**src/rtl/ridx_pkg.sv**
```systemverilog
package ridx_pkg;
  parameter int ADDR_W   = 32;
  parameter int GPU_AW   = 16;
  parameter int PIPE_IW  = 8;
  parameter int HOLD_BIT = 18;

  localparam int PIPE_LSB = ADDR_W - PIPE_IW;
  localparam int PIPE_N   = 1 << PIPE_IW;

  typedef enum logic [1:0] {
    SEL_ADDR_A = 2'd0,
    SEL_ADDR_B = 2'd1,
    SEL_DATA   = 2'd2,
    SEL_RSVD   = 2'd3
  } sel_e;
endpackage

```
**src/rtl/ridx_classify.sv**
```systemverilog
module ridx_classify
  import ridx_pkg::*;
(
  input  logic [ADDR_W-1:0]  addr,
  input  logic [PIPE_N-1:0]  void_map,
  output logic               is_pipe,
  output logic               bad,
  output logic               hold,
  output logic               void_hit,
  output logic [PIPE_IW-1:0] idx
);
  localparam logic [ADDR_W-1:0] LOW_ONES  = {{PIPE_IW{1'b0}}, {PIPE_LSB{1'b1}}};
  localparam logic [ADDR_W-1:0] HOLD_MASK = ADDR_W'(1) << HOLD_BIT;
  localparam logic [ADDR_W-1:0] STRAY     = LOW_ONES & ~HOLD_MASK;

  always_comb begin
    is_pipe  = |addr[ADDR_W-1:GPU_AW];
    bad      = is_pipe && ((addr & STRAY) != '0);
    hold     = addr[HOLD_BIT];
    idx      = addr[ADDR_W-1:PIPE_LSB];
    void_hit = void_map[idx];
  end
endmodule

```
**src/rtl/ridx_slot.sv**
```systemverilog
module ridx_slot #(
  parameter int W = 8
) (
  input  logic         clk,
  input  logic         rst_n,
  input  logic         load,
  input  logic [W-1:0] load_data,
  input  logic         ready,
  output logic         valid,
  output logic [W-1:0] data,
  output logic         free
);
  assign free = !valid || ready;

  always_ff @(posedge clk) begin
    if (!rst_n) begin
      valid <= 1'b0;
      data  <= '0;
    end else if (load) begin
      valid <= 1'b1;
      data  <= load_data;
    end else if (ready) begin
      valid <= 1'b0;
    end
  end

  p_stall_hold_r8: assert property (@(posedge clk) disable iff (!rst_n)
    valid && !ready |=> valid && $stable(data));
endmodule

```
**src/rtl/ridx_engine.sv**
```systemverilog
module ridx_engine
  import ridx_pkg::*;
(
  input  logic               clk,
  input  logic               rst_n,
  input  logic               cmd_valid,
  output logic               cmd_ready,
  input  logic [1:0]         cmd_sel,
  input  logic [ADDR_W-1:0]  cmd_data,
  input  logic [PIPE_N-1:0]  void_map,
  output logic               gpu_valid,
  input  logic               gpu_ready,
  output logic [GPU_AW-1:0]  gpu_addr,
  output logic [ADDR_W-1:0]  gpu_data,
  output logic               pipe_valid,
  input  logic               pipe_ready,
  output logic [PIPE_IW-1:0] pipe_idx,
  output logic [ADDR_W-1:0]  pipe_data,
  output logic               addr_err,
  output logic [ADDR_W-1:0]  addr_a,
  output logic [ADDR_W-1:0]  addr_b,
  output logic               act_b
);
  localparam logic [ADDR_W-1:0] PIPE_STEP = ADDR_W'(1) << PIPE_LSB;
  localparam int GW = GPU_AW + ADDR_W;
  localparam int PW = PIPE_IW + ADDR_W;

  sel_e               sel;
  logic               acc, is_addr, is_data;
  logic [ADDR_W-1:0]  cur, probe, next_addr;
  logic               c_pipe, c_bad, c_hold, c_void;
  logic [PIPE_IW-1:0] c_idx;
  logic               g_load, p_load, g_free, p_free;
  logic [GW-1:0]      g_bus;
  logic [PW-1:0]      p_bus;

  assign sel     = sel_e'(cmd_sel);
  assign acc     = cmd_valid && cmd_ready;
  assign is_addr = (sel == SEL_ADDR_A) || (sel == SEL_ADDR_B);
  assign is_data = (sel == SEL_DATA);
  assign cur     = act_b ? addr_b : addr_a;
  assign probe   = is_data ? cur : cmd_data;

  ridx_classify u_cls (
    .addr(probe), .void_map(void_map), .is_pipe(c_pipe), .bad(c_bad),
    .hold(c_hold), .void_hit(c_void), .idx(c_idx)
  );

  always_comb begin
    if (!c_pipe)     next_addr = cur + ADDR_W'(1);
    else if (c_hold) next_addr = cur;
    else             next_addr = cur + PIPE_STEP;
  end

  assign g_load = acc && is_data && !c_pipe;
  assign p_load = acc && c_pipe && !c_bad && (is_data || (is_addr && c_void));

  ridx_slot #(.W(GW)) u_gslot (
    .clk(clk), .rst_n(rst_n), .load(g_load),
    .load_data({cur[GPU_AW-1:0], cmd_data}), .ready(gpu_ready),
    .valid(gpu_valid), .data(g_bus), .free(g_free)
  );

  ridx_slot #(.W(PW)) u_pslot (
    .clk(clk), .rst_n(rst_n), .load(p_load),
    .load_data({c_idx, is_data ? cmd_data : '0}), .ready(pipe_ready),
    .valid(pipe_valid), .data(p_bus), .free(p_free)
  );

  assign {gpu_addr, gpu_data}  = g_bus;
  assign {pipe_idx, pipe_data} = p_bus;
  assign cmd_ready = g_free && p_free;

  always_ff @(posedge clk) begin
    if (!rst_n) begin
      addr_a   <= '0;
      addr_b   <= '0;
      act_b    <= 1'b0;
      addr_err <= 1'b0;
    end else begin
      addr_err <= acc && (is_addr || is_data) && c_bad;
      if (acc) begin
        case (sel)
          SEL_ADDR_A: begin addr_a <= cmd_data; act_b <= 1'b0; end
          SEL_ADDR_B: begin addr_b <= cmd_data; act_b <= 1'b1; end
          SEL_DATA: if (!c_bad) begin
            if (act_b) addr_b <= next_addr;
            else       addr_a <= next_addr;
          end
          default: ;
        endcase
      end
    end
  end

  p_one_port_r10: assert property (@(posedge clk) disable iff (!rst_n)
    !(gpu_valid && pipe_valid));
  p_err_nowrite_r6: assert property (@(posedge clk) disable iff (!rst_n)
    addr_err |-> !gpu_valid && !pipe_valid);
  p_gpu_step_r3: assert property (@(posedge clk) disable iff (!rst_n)
    acc && is_data && !c_pipe |=> gpu_valid && (cur == $past(cur) + ADDR_W'(1)));
  p_hold_r5: assert property (@(posedge clk) disable iff (!rst_n)
    acc && is_data && c_pipe && !c_bad && c_hold |=> pipe_valid && (cur == $past(cur)));
  p_rsvd_r9: assert property (@(posedge clk) disable iff (!rst_n)
    acc && (sel == SEL_RSVD) |=> $stable(addr_a) && $stable(addr_b) && $stable(act_b)
                                 && !gpu_valid && !pipe_valid);
  p_stall_block_r8: assert property (@(posedge clk) disable iff (!rst_n)
    (gpu_valid && !gpu_ready) || (pipe_valid && !pipe_ready) |-> !cmd_ready);
endmodule

```
**config.mk**
```make
export PLATFORM = sky130hd
export DESIGN_NAME = ridx_engine
export DESIGN_NICKNAME = d
export VERILOG_FILES = /design/src/rtl/ridx_pkg.sv /design/src/rtl/ridx_classify.sv /design/src/rtl/ridx_slot.sv /design/src/rtl/ridx_engine.sv
export SDC_FILE = /design/constraint.sdc
export NUM_CORES = 1
export LEC_CHECK = 0
export ABC_AREA = 1
export BUFFER_PORTS_ARGS = -buffer_cell sky130_fd_sc_hd__buf_2
export CELL_PAD_IN_SITES_DETAIL_PLACEMENT = 1
export CELL_PAD_IN_SITES_GLOBAL_PLACEMENT = 2
export CORE_ASPECT_RATIO = 1.2
export CORE_UTILIZATION = 26
export CTS_BUF_LIST = sky130_fd_sc_hd__clkbuf_4
export DETAILED_ROUTE_END_ITERATION = 8
export GPL_TIMING_DRIVEN = 0
export HOLD_SLACK_MARGIN = 0.15
export MAX_ROUTING_LAYER = met4
export PLACE_DENSITY = 0.86
export SYNTH_ARGS = -nofsm -noshare
export SYNTH_HDL_FRONTEND = slang
export SYNTH_SLANG_ARGS = --single-unit
```
**constraint.sdc**
```tcl
create_clock -name clk -period 5.5 [get_ports clk]
set_input_delay 1.1 -clock clk [delete_from_list [all_inputs] [get_ports clk]]
set_output_delay 1.1 -clock clk [all_outputs]
set_load 0.005 [all_outputs]
```
==> results of run 1 <==
[kinds of logic (layout without fill, tap and decap cells)]
kind of cell / Yosys count / after routing / share of synthesized area
AO/OA/AOI/OAI: 247 / 247 / 0.141
XOR/XNOR: 6 / 6 / 0.00504
adder cells (fa/ha/maj): 2 / 2 / 0.00240
buffers and inverters: 224 / 707 / 0.103
flip-flops: 156 / 156 / 0.300
other: 0 / 16 / 0
AND/OR/NAND/NOR: 1087 / 1087 / 0.449
[how the worst max path moves through the flow]
stage | start | end | slack, ns | depth (start not counted)
finish | act_b$_SDFFE_PN0P_ | addr_a[12]$_SDFFE_PN0P_ | 1.52 | 17
global route | act_b$_SDFFE_PN0P_ | addr_a[12]$_SDFFE_PN0P_ | 1.25 | 17
CTS | act_b$_SDFFE_PN0P_ | addr_a[12]$_SDFFE_PN0P_ | 1.54 | 17
detailed placement | cmd_sel[1] | addr_a[12]$_SDFFE_PN0P_ | 0.93 | 19
global placement | cmd_sel[1] | addr_a[12]$_SDFFE_PN0P_ | 0.98 | 19
floorplan | cmd_sel[1] | addr_b[24]$_SDFFE_PN0P_ | 2.34 | 15
[final cells by class]
| cell class | count | share of cell area |
|---|---|---|
| clock inverters | 14 | 0.0140 |
| repair buffers | 451 | 0.165 |
| inverters | 104 | 0.0285 |
| well taps | 526 | 0.0480 |
| flip-flops and latches | 156 | 0.228 |
| diodes | 16 | 0.00292 |
| clock buffers | 18 | 0.00986 |
| multi-input cells | 1342 | 0.454 |
| plain buffers | 120 | 0.0498 |
[cell usage in the layout, fill, tap and decap left out, types with 2 or more instances in the layout]
master,n
nor3_1,12
inv_1,92
nor4_1,4
or2_2,9
nand4_1,15
o211ai_1,2
a21oi_1,81
a211oi_1,22
nor3_4,3
a21oi_2,20
clkinv_1,3
clkinvlp_4,3
xor2_1,5
a31oi_1,3
a211oi_2,2
nand2_1,508
o21ai_1,26
o21ai_0,73
dfxtp_1,156
clkbuf_4,18
buf_2,504
bufinv_16,4
clkinv_2,2
nor2_1,195
inv_2,10
nand2_2,3
o21ai_2,10
inv_6,3
diode_2,16
buf_6,10
clkbuf_1,31
buf_8,2
ha_1,2
nand3_1,324
or2_0,7
buf_4,18
buf_1,6
[cells in the mapped netlist (7+ instances only)]
cell      count  area share
buf_4        18       0.013
o21ai_0      73       0.035
a21oi_2      20       0.017
o21ai_1      26       0.012
or2_2         9      0.0054
nand3_1     324        0.16
a211oi_1     22       0.016
nand2_1     508        0.18
a21oi_1      81       0.039
nor2_1      195       0.070
dfxtp_1     156        0.30
clkbuf_1     31       0.011
inv_2        10      0.0036
o21ai_2      10      0.0084
inv_1        92       0.033
nand4_1      15      0.0090
nor3_1       12      0.0058
or2_0         7      0.0042
buf_6        10       0.011
buf_2        53       0.025
[power groups by stage]
stage,sequential [W],clock [W],combinational (W)
2_1_floorplan,0.00119,0,0.000428
3_3_place_gp,0.00120,0,0.000807
3_5_place_dp,0.00120,0,0.000813
4_1_cts,0.00117,0.000859,0.000817
5_1_grt,0.00118,0.000902,0.000883
6_report,0.00117,0.000834,0.000817
[worst register-to-register path, delay by kind of cell, from the launching register on]
kind / cells / cell delay (ns)
AO/OA/AOI/OAI: 4 / 1.46
AND/OR/NAND/NOR: 7 / 1.00
buffers and inverters: 6 / 0.98
flip-flops: 1 / 0.38
[metrics by stage]
step	cells	setup slack (ns)	hold WS, ns	total power [W]
floorplan	1722	2.34	0.460	0.00162
global placement	2699	0.978	0.460	0.00200
detailed placement	2699	0.935	0.470	0.00201
CTS	2731	1.54	0.498	0.00285
global route	2746	1.25	0.511	0.00296
finish	2747	1.52	0.494	0.00282
[layer usage]
metal  up-vias  GRT usage  routed length, um
met4         0      0.162               3100
met3       126     0.0434               3050
met2       493      0.560              32500
met5         -          -                  0
li1       6621          -                  -
met1      6616      0.318              23700
[registers in the layout (all words and copies together) (netlist names)]
name and flops:
u_gslot.data 48, u_pslot.valid 1, addr_err 1, u_gslot.valid 1, addr_b 32, act_b 1
addr_a 32, u_pslot.data 40
==> flow_summary_export.csv, run 1 <==
group,metric,value,unit
route,first_iter_violations,698,
critical_path,cp_data_required_time,6.01,ns
logic_synthesis,async_reset_ff_frac,0,
route,avgViaCountPerCell,5.04,
critical_path,cpLargestDelayFamily,"compound AO/OA/AOI/OAI gates",
layout,nets,2489,
power_and_ir_drop,seq_power_share,0.415,
power_and_ir_drop,powerDensity,206,nW/um^2
cts,cts_resized,0,
logic_synthesis,synth.cell_area,10400,um^2
placed_design,placed_area,13300,um^2
placed_design,port-buffer-count,451,
cts,htree_num_levels,4,
min_path,min_path_cells,2,
power_and_ir_drop,ir_drop,0.000131,V
critical_path,r2r-start,"act_b$_SDFFE_PN0P_",
floorplan,start_util,0.266,
critical_path,crit_fanout,10,
cts,ctsHoldBuffers,0,
min_path,hold_path_class,"reg -> reg",
route,antenna_left,0,
timing,final.setup.tns,0,ns
timing,period_needed,3.98,ns
floorplan,core-area,39100,um^2
critical_path,crit_slowest_cell,"a31oi_1",
global_route,grt_pass1_vias,14200,
global_route,grt_max_degree,17,
critical_path,end_kind,"flop",
global_route,grt_overflow,0,
layout,fin_util,0.350,
logic_synthesis,avgSynthCellArea,6.05,um^2
route,num_vias,13900,
power_and_ir_drop,p_sw_frac,0.366,
floorplan,rows,79,
logic_synthesis,ys.flop_type,"dfxtp_1",
critical_path,worst-r2r-setup-slack,1.52,ns
timing,max_freq,251,MHz
logic_synthesis,synth_fp_nets,2019,
logic_synthesis,ys.warnings.count,0,
critical_path,reg2reg_to,"addr_a[12]$_SDFFE_PN0P_",
layout,syn2layout_area_growth,31.5,%
outcome,status,"finished, final reports clean",
logic_synthesis,synth_enable_flop_cells,0,
floorplan,dieArea,40900,um^2
cts,clk_path_buf_depth,2,
route,first_pass_iters,5,
global_route,grt_pass1_wl,89500,um
timing,slew_headroom,0.341,
critical_path,slowest_delay,0.51,ns
timing,grt_setup_unrepaired,"false",
logic_synthesis,synthCells,1722,
cts,clkLatencyLatePin,0.66,ns
timing,tightestPinTransition,0.988,ns
layout,multi_input_area,6220,um^2
placed_design,gp_congestion,0.964,
power_and_ir_drop,p_sw,0.00103,W
floorplan,die_h,221,um
timing,fin_worst_skew,0.0303,ns
critical_path,crit_chain,"buf_6, buf_6, o21ai_0, inv_1, a21oi_1, nand4_1, nor2_1, nand2_2, inv_2, buf_2, nand3_1, nor2_1, nand2_1, a31oi_1, inv_1, nand2_1, a21oi_1",
layout,num-fill-cells,5394,
logic_synthesis,synth-seq-area-share,0.300,
flow_run,maxCapViolations,0,
layout,regArea,3120,um^2
timing,slew_violations,0,
timing,setup_viol,0,
cts,cts-buffers-inserted,17,
logic_synthesis,ys_ff_latch,156,
route,post-route-drc-count,0,
cts,cts_tree,"yes",
cts,cts_sinks,156,
power_and_ir_drop,leakage,6.75,nW
floorplan,dieWidth,185,um
global_route,grt_use_total,0.308,
floorplan,ioPinCount,452,
cts,clkTransAtPathRegs,0.16,ns
timing,period_share,0.724,
cts,cts-root-buf,"clkbuf_4",
placed_design,dp_hpwl,50700,um
power_and_ir_drop,power.internal,0.00179,W
critical_path,worstSetupPathType,"reg -> reg",
route,wl,62300,um
logic_synthesis,synth_cell_types,47,
min_path,min_to,"addr_a[26]$_SDFFE_PN0P_",
critical_path,critPathBufInv,6,
layout,drive_gt1_frac,0.286,
layout,fin_area,13700,um^2
power_and_ir_drop,p_comb_frac,0.289,
power_and_ir_drop,clockPowerShare,0.295,
timing,hold_viol,0,
route,wl_per_cell,22.7,um
global_route,antenna_found_initial,16,
critical_path,worstPathArrival,4.50,ns
critical_path,critPathLaunchType,"flop",
cts,cts_setup_buffers,0,
min_path,min-delay-start,"addr_a[26]$_SDFFE_PN0P_",
critical_path,r2r_cells,17,
Note: power is estimated with default switching activity, not from simulation.
==> run 2: changes to the inputs <==
--- a/config.mk
+++ b/config.mk
@@ -5,18 +5,18 @@
 export SDC_FILE = /design/constraint.sdc
 export NUM_CORES = 1
 export LEC_CHECK = 0
-export ABC_AREA = 1
+export ABC_AREA = 0
 export BUFFER_PORTS_ARGS = -buffer_cell sky130_fd_sc_hd__buf_2
 export CELL_PAD_IN_SITES_DETAIL_PLACEMENT = 1
 export CELL_PAD_IN_SITES_GLOBAL_PLACEMENT = 2
 export CORE_ASPECT_RATIO = 1.2
-export CORE_UTILIZATION = 26
+export CORE_UTILIZATION = 24
 export CTS_BUF_LIST = sky130_fd_sc_hd__clkbuf_4
 export DETAILED_ROUTE_END_ITERATION = 8
 export GPL_TIMING_DRIVEN = 0
 export HOLD_SLACK_MARGIN = 0.15
 export MAX_ROUTING_LAYER = met4
-export PLACE_DENSITY = 0.86
+export PLACE_DENSITY = 0.78
 export SYNTH_ARGS = -nofsm -noshare
 export SYNTH_HDL_FRONTEND = slang
 export SYNTH_SLANG_ARGS = --single-unit
==> constraint.sdc (replaced) <==
create_clock -name clk -period 3.3 [get_ports clk]
set_input_delay 0.66 -clock clk [delete_from_list [all_inputs] [get_ports clk]]
set_output_delay 0.66 -clock clk [all_outputs]
set_load 0.005 [all_outputs]
==> run 2 against run 1 <==
Net effect:
- the flow now finishes with violations (setup timing)
- design area is 15% higher
- total power is 69% higher
- synthesized cell count is 26% lower
- largest cell class unchanged
- flip-flop and latch count stayed put
- non-clock buffer count is 59 higher
- die area is 3.0% higher
- clock-buffer cell count is 1 lower
- first-iteration DRC count is 17% lower
==> flow_summary_export.csv, run 2 <==
group,metric,value,unit
outcome,status,"complete, but fails checks",
outcome,violations,"setup timing",
logic_synthesis,synthSimpleGateAreaFrac,0.259,
floorplan,dieWidth,188,um
timing,max_freq,261,MHz
critical_path,critPathLaunchType,"flop",
route,wl_per_cell,24.5,um
layout,largest_register,"u_gslot.data",
flow_run,maxCapViolations,0,
layout,largest_register_ffs,48,
logic_synthesis,synth_top_family_by_area,"simple AND/OR/NAND/NOR gates",
critical_path,crit_chain,"buf_12, mux2i_4, inv_2, mux2_4, buf_12, buf_12, buf_12, buf_6, mux2i_1, a32oi_1, a32oi_2, a22o_1, a211oi_4, a211oi_4, a2111oi_4, buf_12, clkbuf_16, o31ai_2",
logic_synthesis,synthCells,1272,
critical_path,cp_common_cell,"buf_12",
timing,holdWs,0.333,ns
route,post-route-drc-count,0,
global_route,antenna_found_initial,8,
layout,fin_util,0.388,
floorplan,start_util,0.243,
floorplan,core-area,40700,um^2
placed_design,gp_congestion,0.937,
logic_synthesis,synth_enable_flop_cells,0,
logic_synthesis,avgSynthCellArea,7.79,um^2
placed_design,port-buffer-count,449,
critical_path,worstSetupPathType,"reg -> reg",
timing,period_needed,3.83,ns
cts,htree_num_levels,4,
layout,syn2layout_area_growth,59.4,%
power_and_ir_drop,ir_drop,0.000193,V
cts,cts_sinks,156,
route,first_iter_violations,579,
cts,cts_tree,"yes",
cts,clkLatencyLatePin,0.60,ns
logic_synthesis,synth_compound_area_frac,0.182,
logic_synthesis,yosys.area.top_type_share,0.315,
critical_path,slowest_delay,0.37,ns
layout,drive_gt1_frac,0.501,
timing,worst_slack,-0.526,ns
timing,slew_headroom,0.322,
placed_design,dp_hpwl,44200,um
global_route,grt_pass1_vias,13000,
critical_path,cp_data_required_time,3.78,ns
timing,fin_worst_skew,0.0406,ns
timing,grt_setup_unrepaired,"true",
route,wl,58500,um
critical_path,crit_slowest_cell,"dfxtp_2",
logic_synthesis,ys.warnings.count,0,
critical_path,end_kind,"flop",
global_route,grt_max_degree,19,
floorplan,rows,81,
route,antenna_left,0,
route,avgViaCountPerCell,5.19,
floorplan,ioPinCount,452,
min_path,hold_path_class,"in -> reg",
logic_synthesis,synth.area.mux_share,0.158,
layout,mostFrequentLayoutCells,"buf_2 (461), nand2_1 (267), dfxtp_1 (155)",
cts,cts-root-buf,"clkbuf_4",
critical_path,worstPathArrival,4.30,ns
power_and_ir_drop,leakage,6.70,nW
logic_synthesis,synth-adder-area-share,0.00252,
timing,hold_viol,0,
logic_synthesis,synth.cell_area,9910,um^2
logic_synthesis,ys.flop_type,"dfxtp_1",
logic_synthesis,synth_top_cell_by_area,"dfxtp_1",
cts,clkTransAtPathRegs,0.18,ns
logic_synthesis,async_reset_ff_frac,0,
layout,top_regs,"u_gslot.data x48, u_pslot.data x40",
global_route,grt_pass1_wl,83200,um
logic_synthesis,ys_ff_latch,156,
route,first_pass_iters,7,
layout,final_common_cell,"buf_2",
floorplan,dieArea,42100,um^2
logic_synthesis,synth-seq-area-share,0.315,
timing,slew_violations,0,
layout,nets,2125,
logic_synthesis,synth_fp_nets,1569,
timing,period_share,1.16,
logic_synthesis,synth.top_cells.by_count,"nand2_1 (296), dfxtp_1 (156), nor2_1 (123)",
critical_path,crit_fanout,8,
logic_synthesis,synth.most_common_cell,"nand2_1",
cts,clk_path_buf_depth,2,
cts,cts-buffers-inserted,17,
global_route,grt_overflow,0,
logic_synthesis,synth_cell_types,74,
timing,setup_viol,105,
logic_synthesis,synth-xor-area-share,0.0141,
route,num_vias,12400,
timing,tightestPinTransition,1.02,ns
power_and_ir_drop,powerDensity,301,nW/um^2
logic_synthesis,synth.area.top_cells,"dfxtp_1 (32%), nand2_1 (11%), mux2i_1 (7.0%)",
global_route,grt_use_total,0.273,
floorplan,die_h,225,um
run 2: changes by cell type after synthesis, sizes merged, moves of 17 or more:
cell	previous run	this run
a32oi	0	17
mux2	0	20
buf	89	40
a21oi	101	79
nor2	197	123
mux2i	0	74
nand2	512	296
clkbuf	31	53
o21ai	109	44
o31ai	1	32
nor3	16	58
inv	102	43
nand3	326	48
mux4	0	23
run 2: cell type report:
class,count,area [um^2]
timing repair buffer,542,3320
tap,539,674
clock buffer,17,128
sequential,156,3120
fill,4994,24900
buffer,88,833
clock inverter,15,169
multi-input combinational,980,7370
antenna,7,17.5
inverter,43,165
run 2: where the power goes:
group	internal, W	switching (W)
clock network	0.000353	0.000910
registers	0.00192	0.0000579
logic	0.000658	0.000857
total	0.00293	0.00183
run 2: critical path: cells and delay by family (launching register included):
| family | cells | cell delay, ns |
|---|---|---|
| buf+inv | 8 | 1.18 |
| compound gates | 7 | 1.44 |
| mux | 3 | 0.71 |
| flops | 1 | 0.37 |
run 2: cell families after synthesis:
family	after synthesis
buffers and inverters	136
AO/OA/AOI/OAI	258
flip-flops	156
multiplexers	117
adder cells (fa/ha/maj)	2
XOR/XNOR	16
AND/OR/NAND/NOR	587
run 2: worst paths after layout:
kind                                       from                             to  slack (ns)  cells after the start
setup / recovery             act_b$_SDFFE_PN0P_  u_pslot.data[14]$_SDFFE_PN0P_       -0.53                     18
hold / removal                     cmd_data[12]  u_pslot.data[12]$_SDFFE_PN0P_        0.33                      3
setup reg to reg             act_b$_SDFFE_PN0P_  u_pslot.data[14]$_SDFFE_PN0P_       -0.53                     18
hold reg to reg   u_gslot.data[15]$_SDFFE_PN0P_  u_gslot.data[15]$_SDFFE_PN0P_        0.47                      2
run 2: what timing repair did:
item	4_1_cts	5_1_grt
hold buffers	0	0
setup buffers	57	28
gates cloned	5	5
endpoints found under the setup margin	154	151
pin swaps	53	63
resized for setup	232	202
run 2: layer usage:
| layer | global-route usage | up-vias | part of all wire |
|---|---|---|---|
| li1 | - | 5648 | - |
| met1 | 0.296 | 6074 | 0.38 |
| met2 | 0.484 | 529 | 0.52 |
| met3 | 0.0477 | 128 | 0.053 |
| met4 | 0.128 | 0 | 0.044 |
| met5 | - | - | 0 |
run 2: metrics by stage:
stage                     TNS [ns]  total power, W  cell area (um^2)  std cells  setup WS (ns)
after floorplan             -16.35         0.00263             10000       1272         -0.355
after global placement     -164.29         0.00319             13000       2260          -1.64
after detailed placement   -168.15         0.00320             13000       2260          -1.60
after CTS                   -31.21         0.00466             14700       2350         -0.549
after global routing        -40.34         0.00495             15800       2387         -0.612
final                       -30.94         0.00476             15800       2387         -0.526
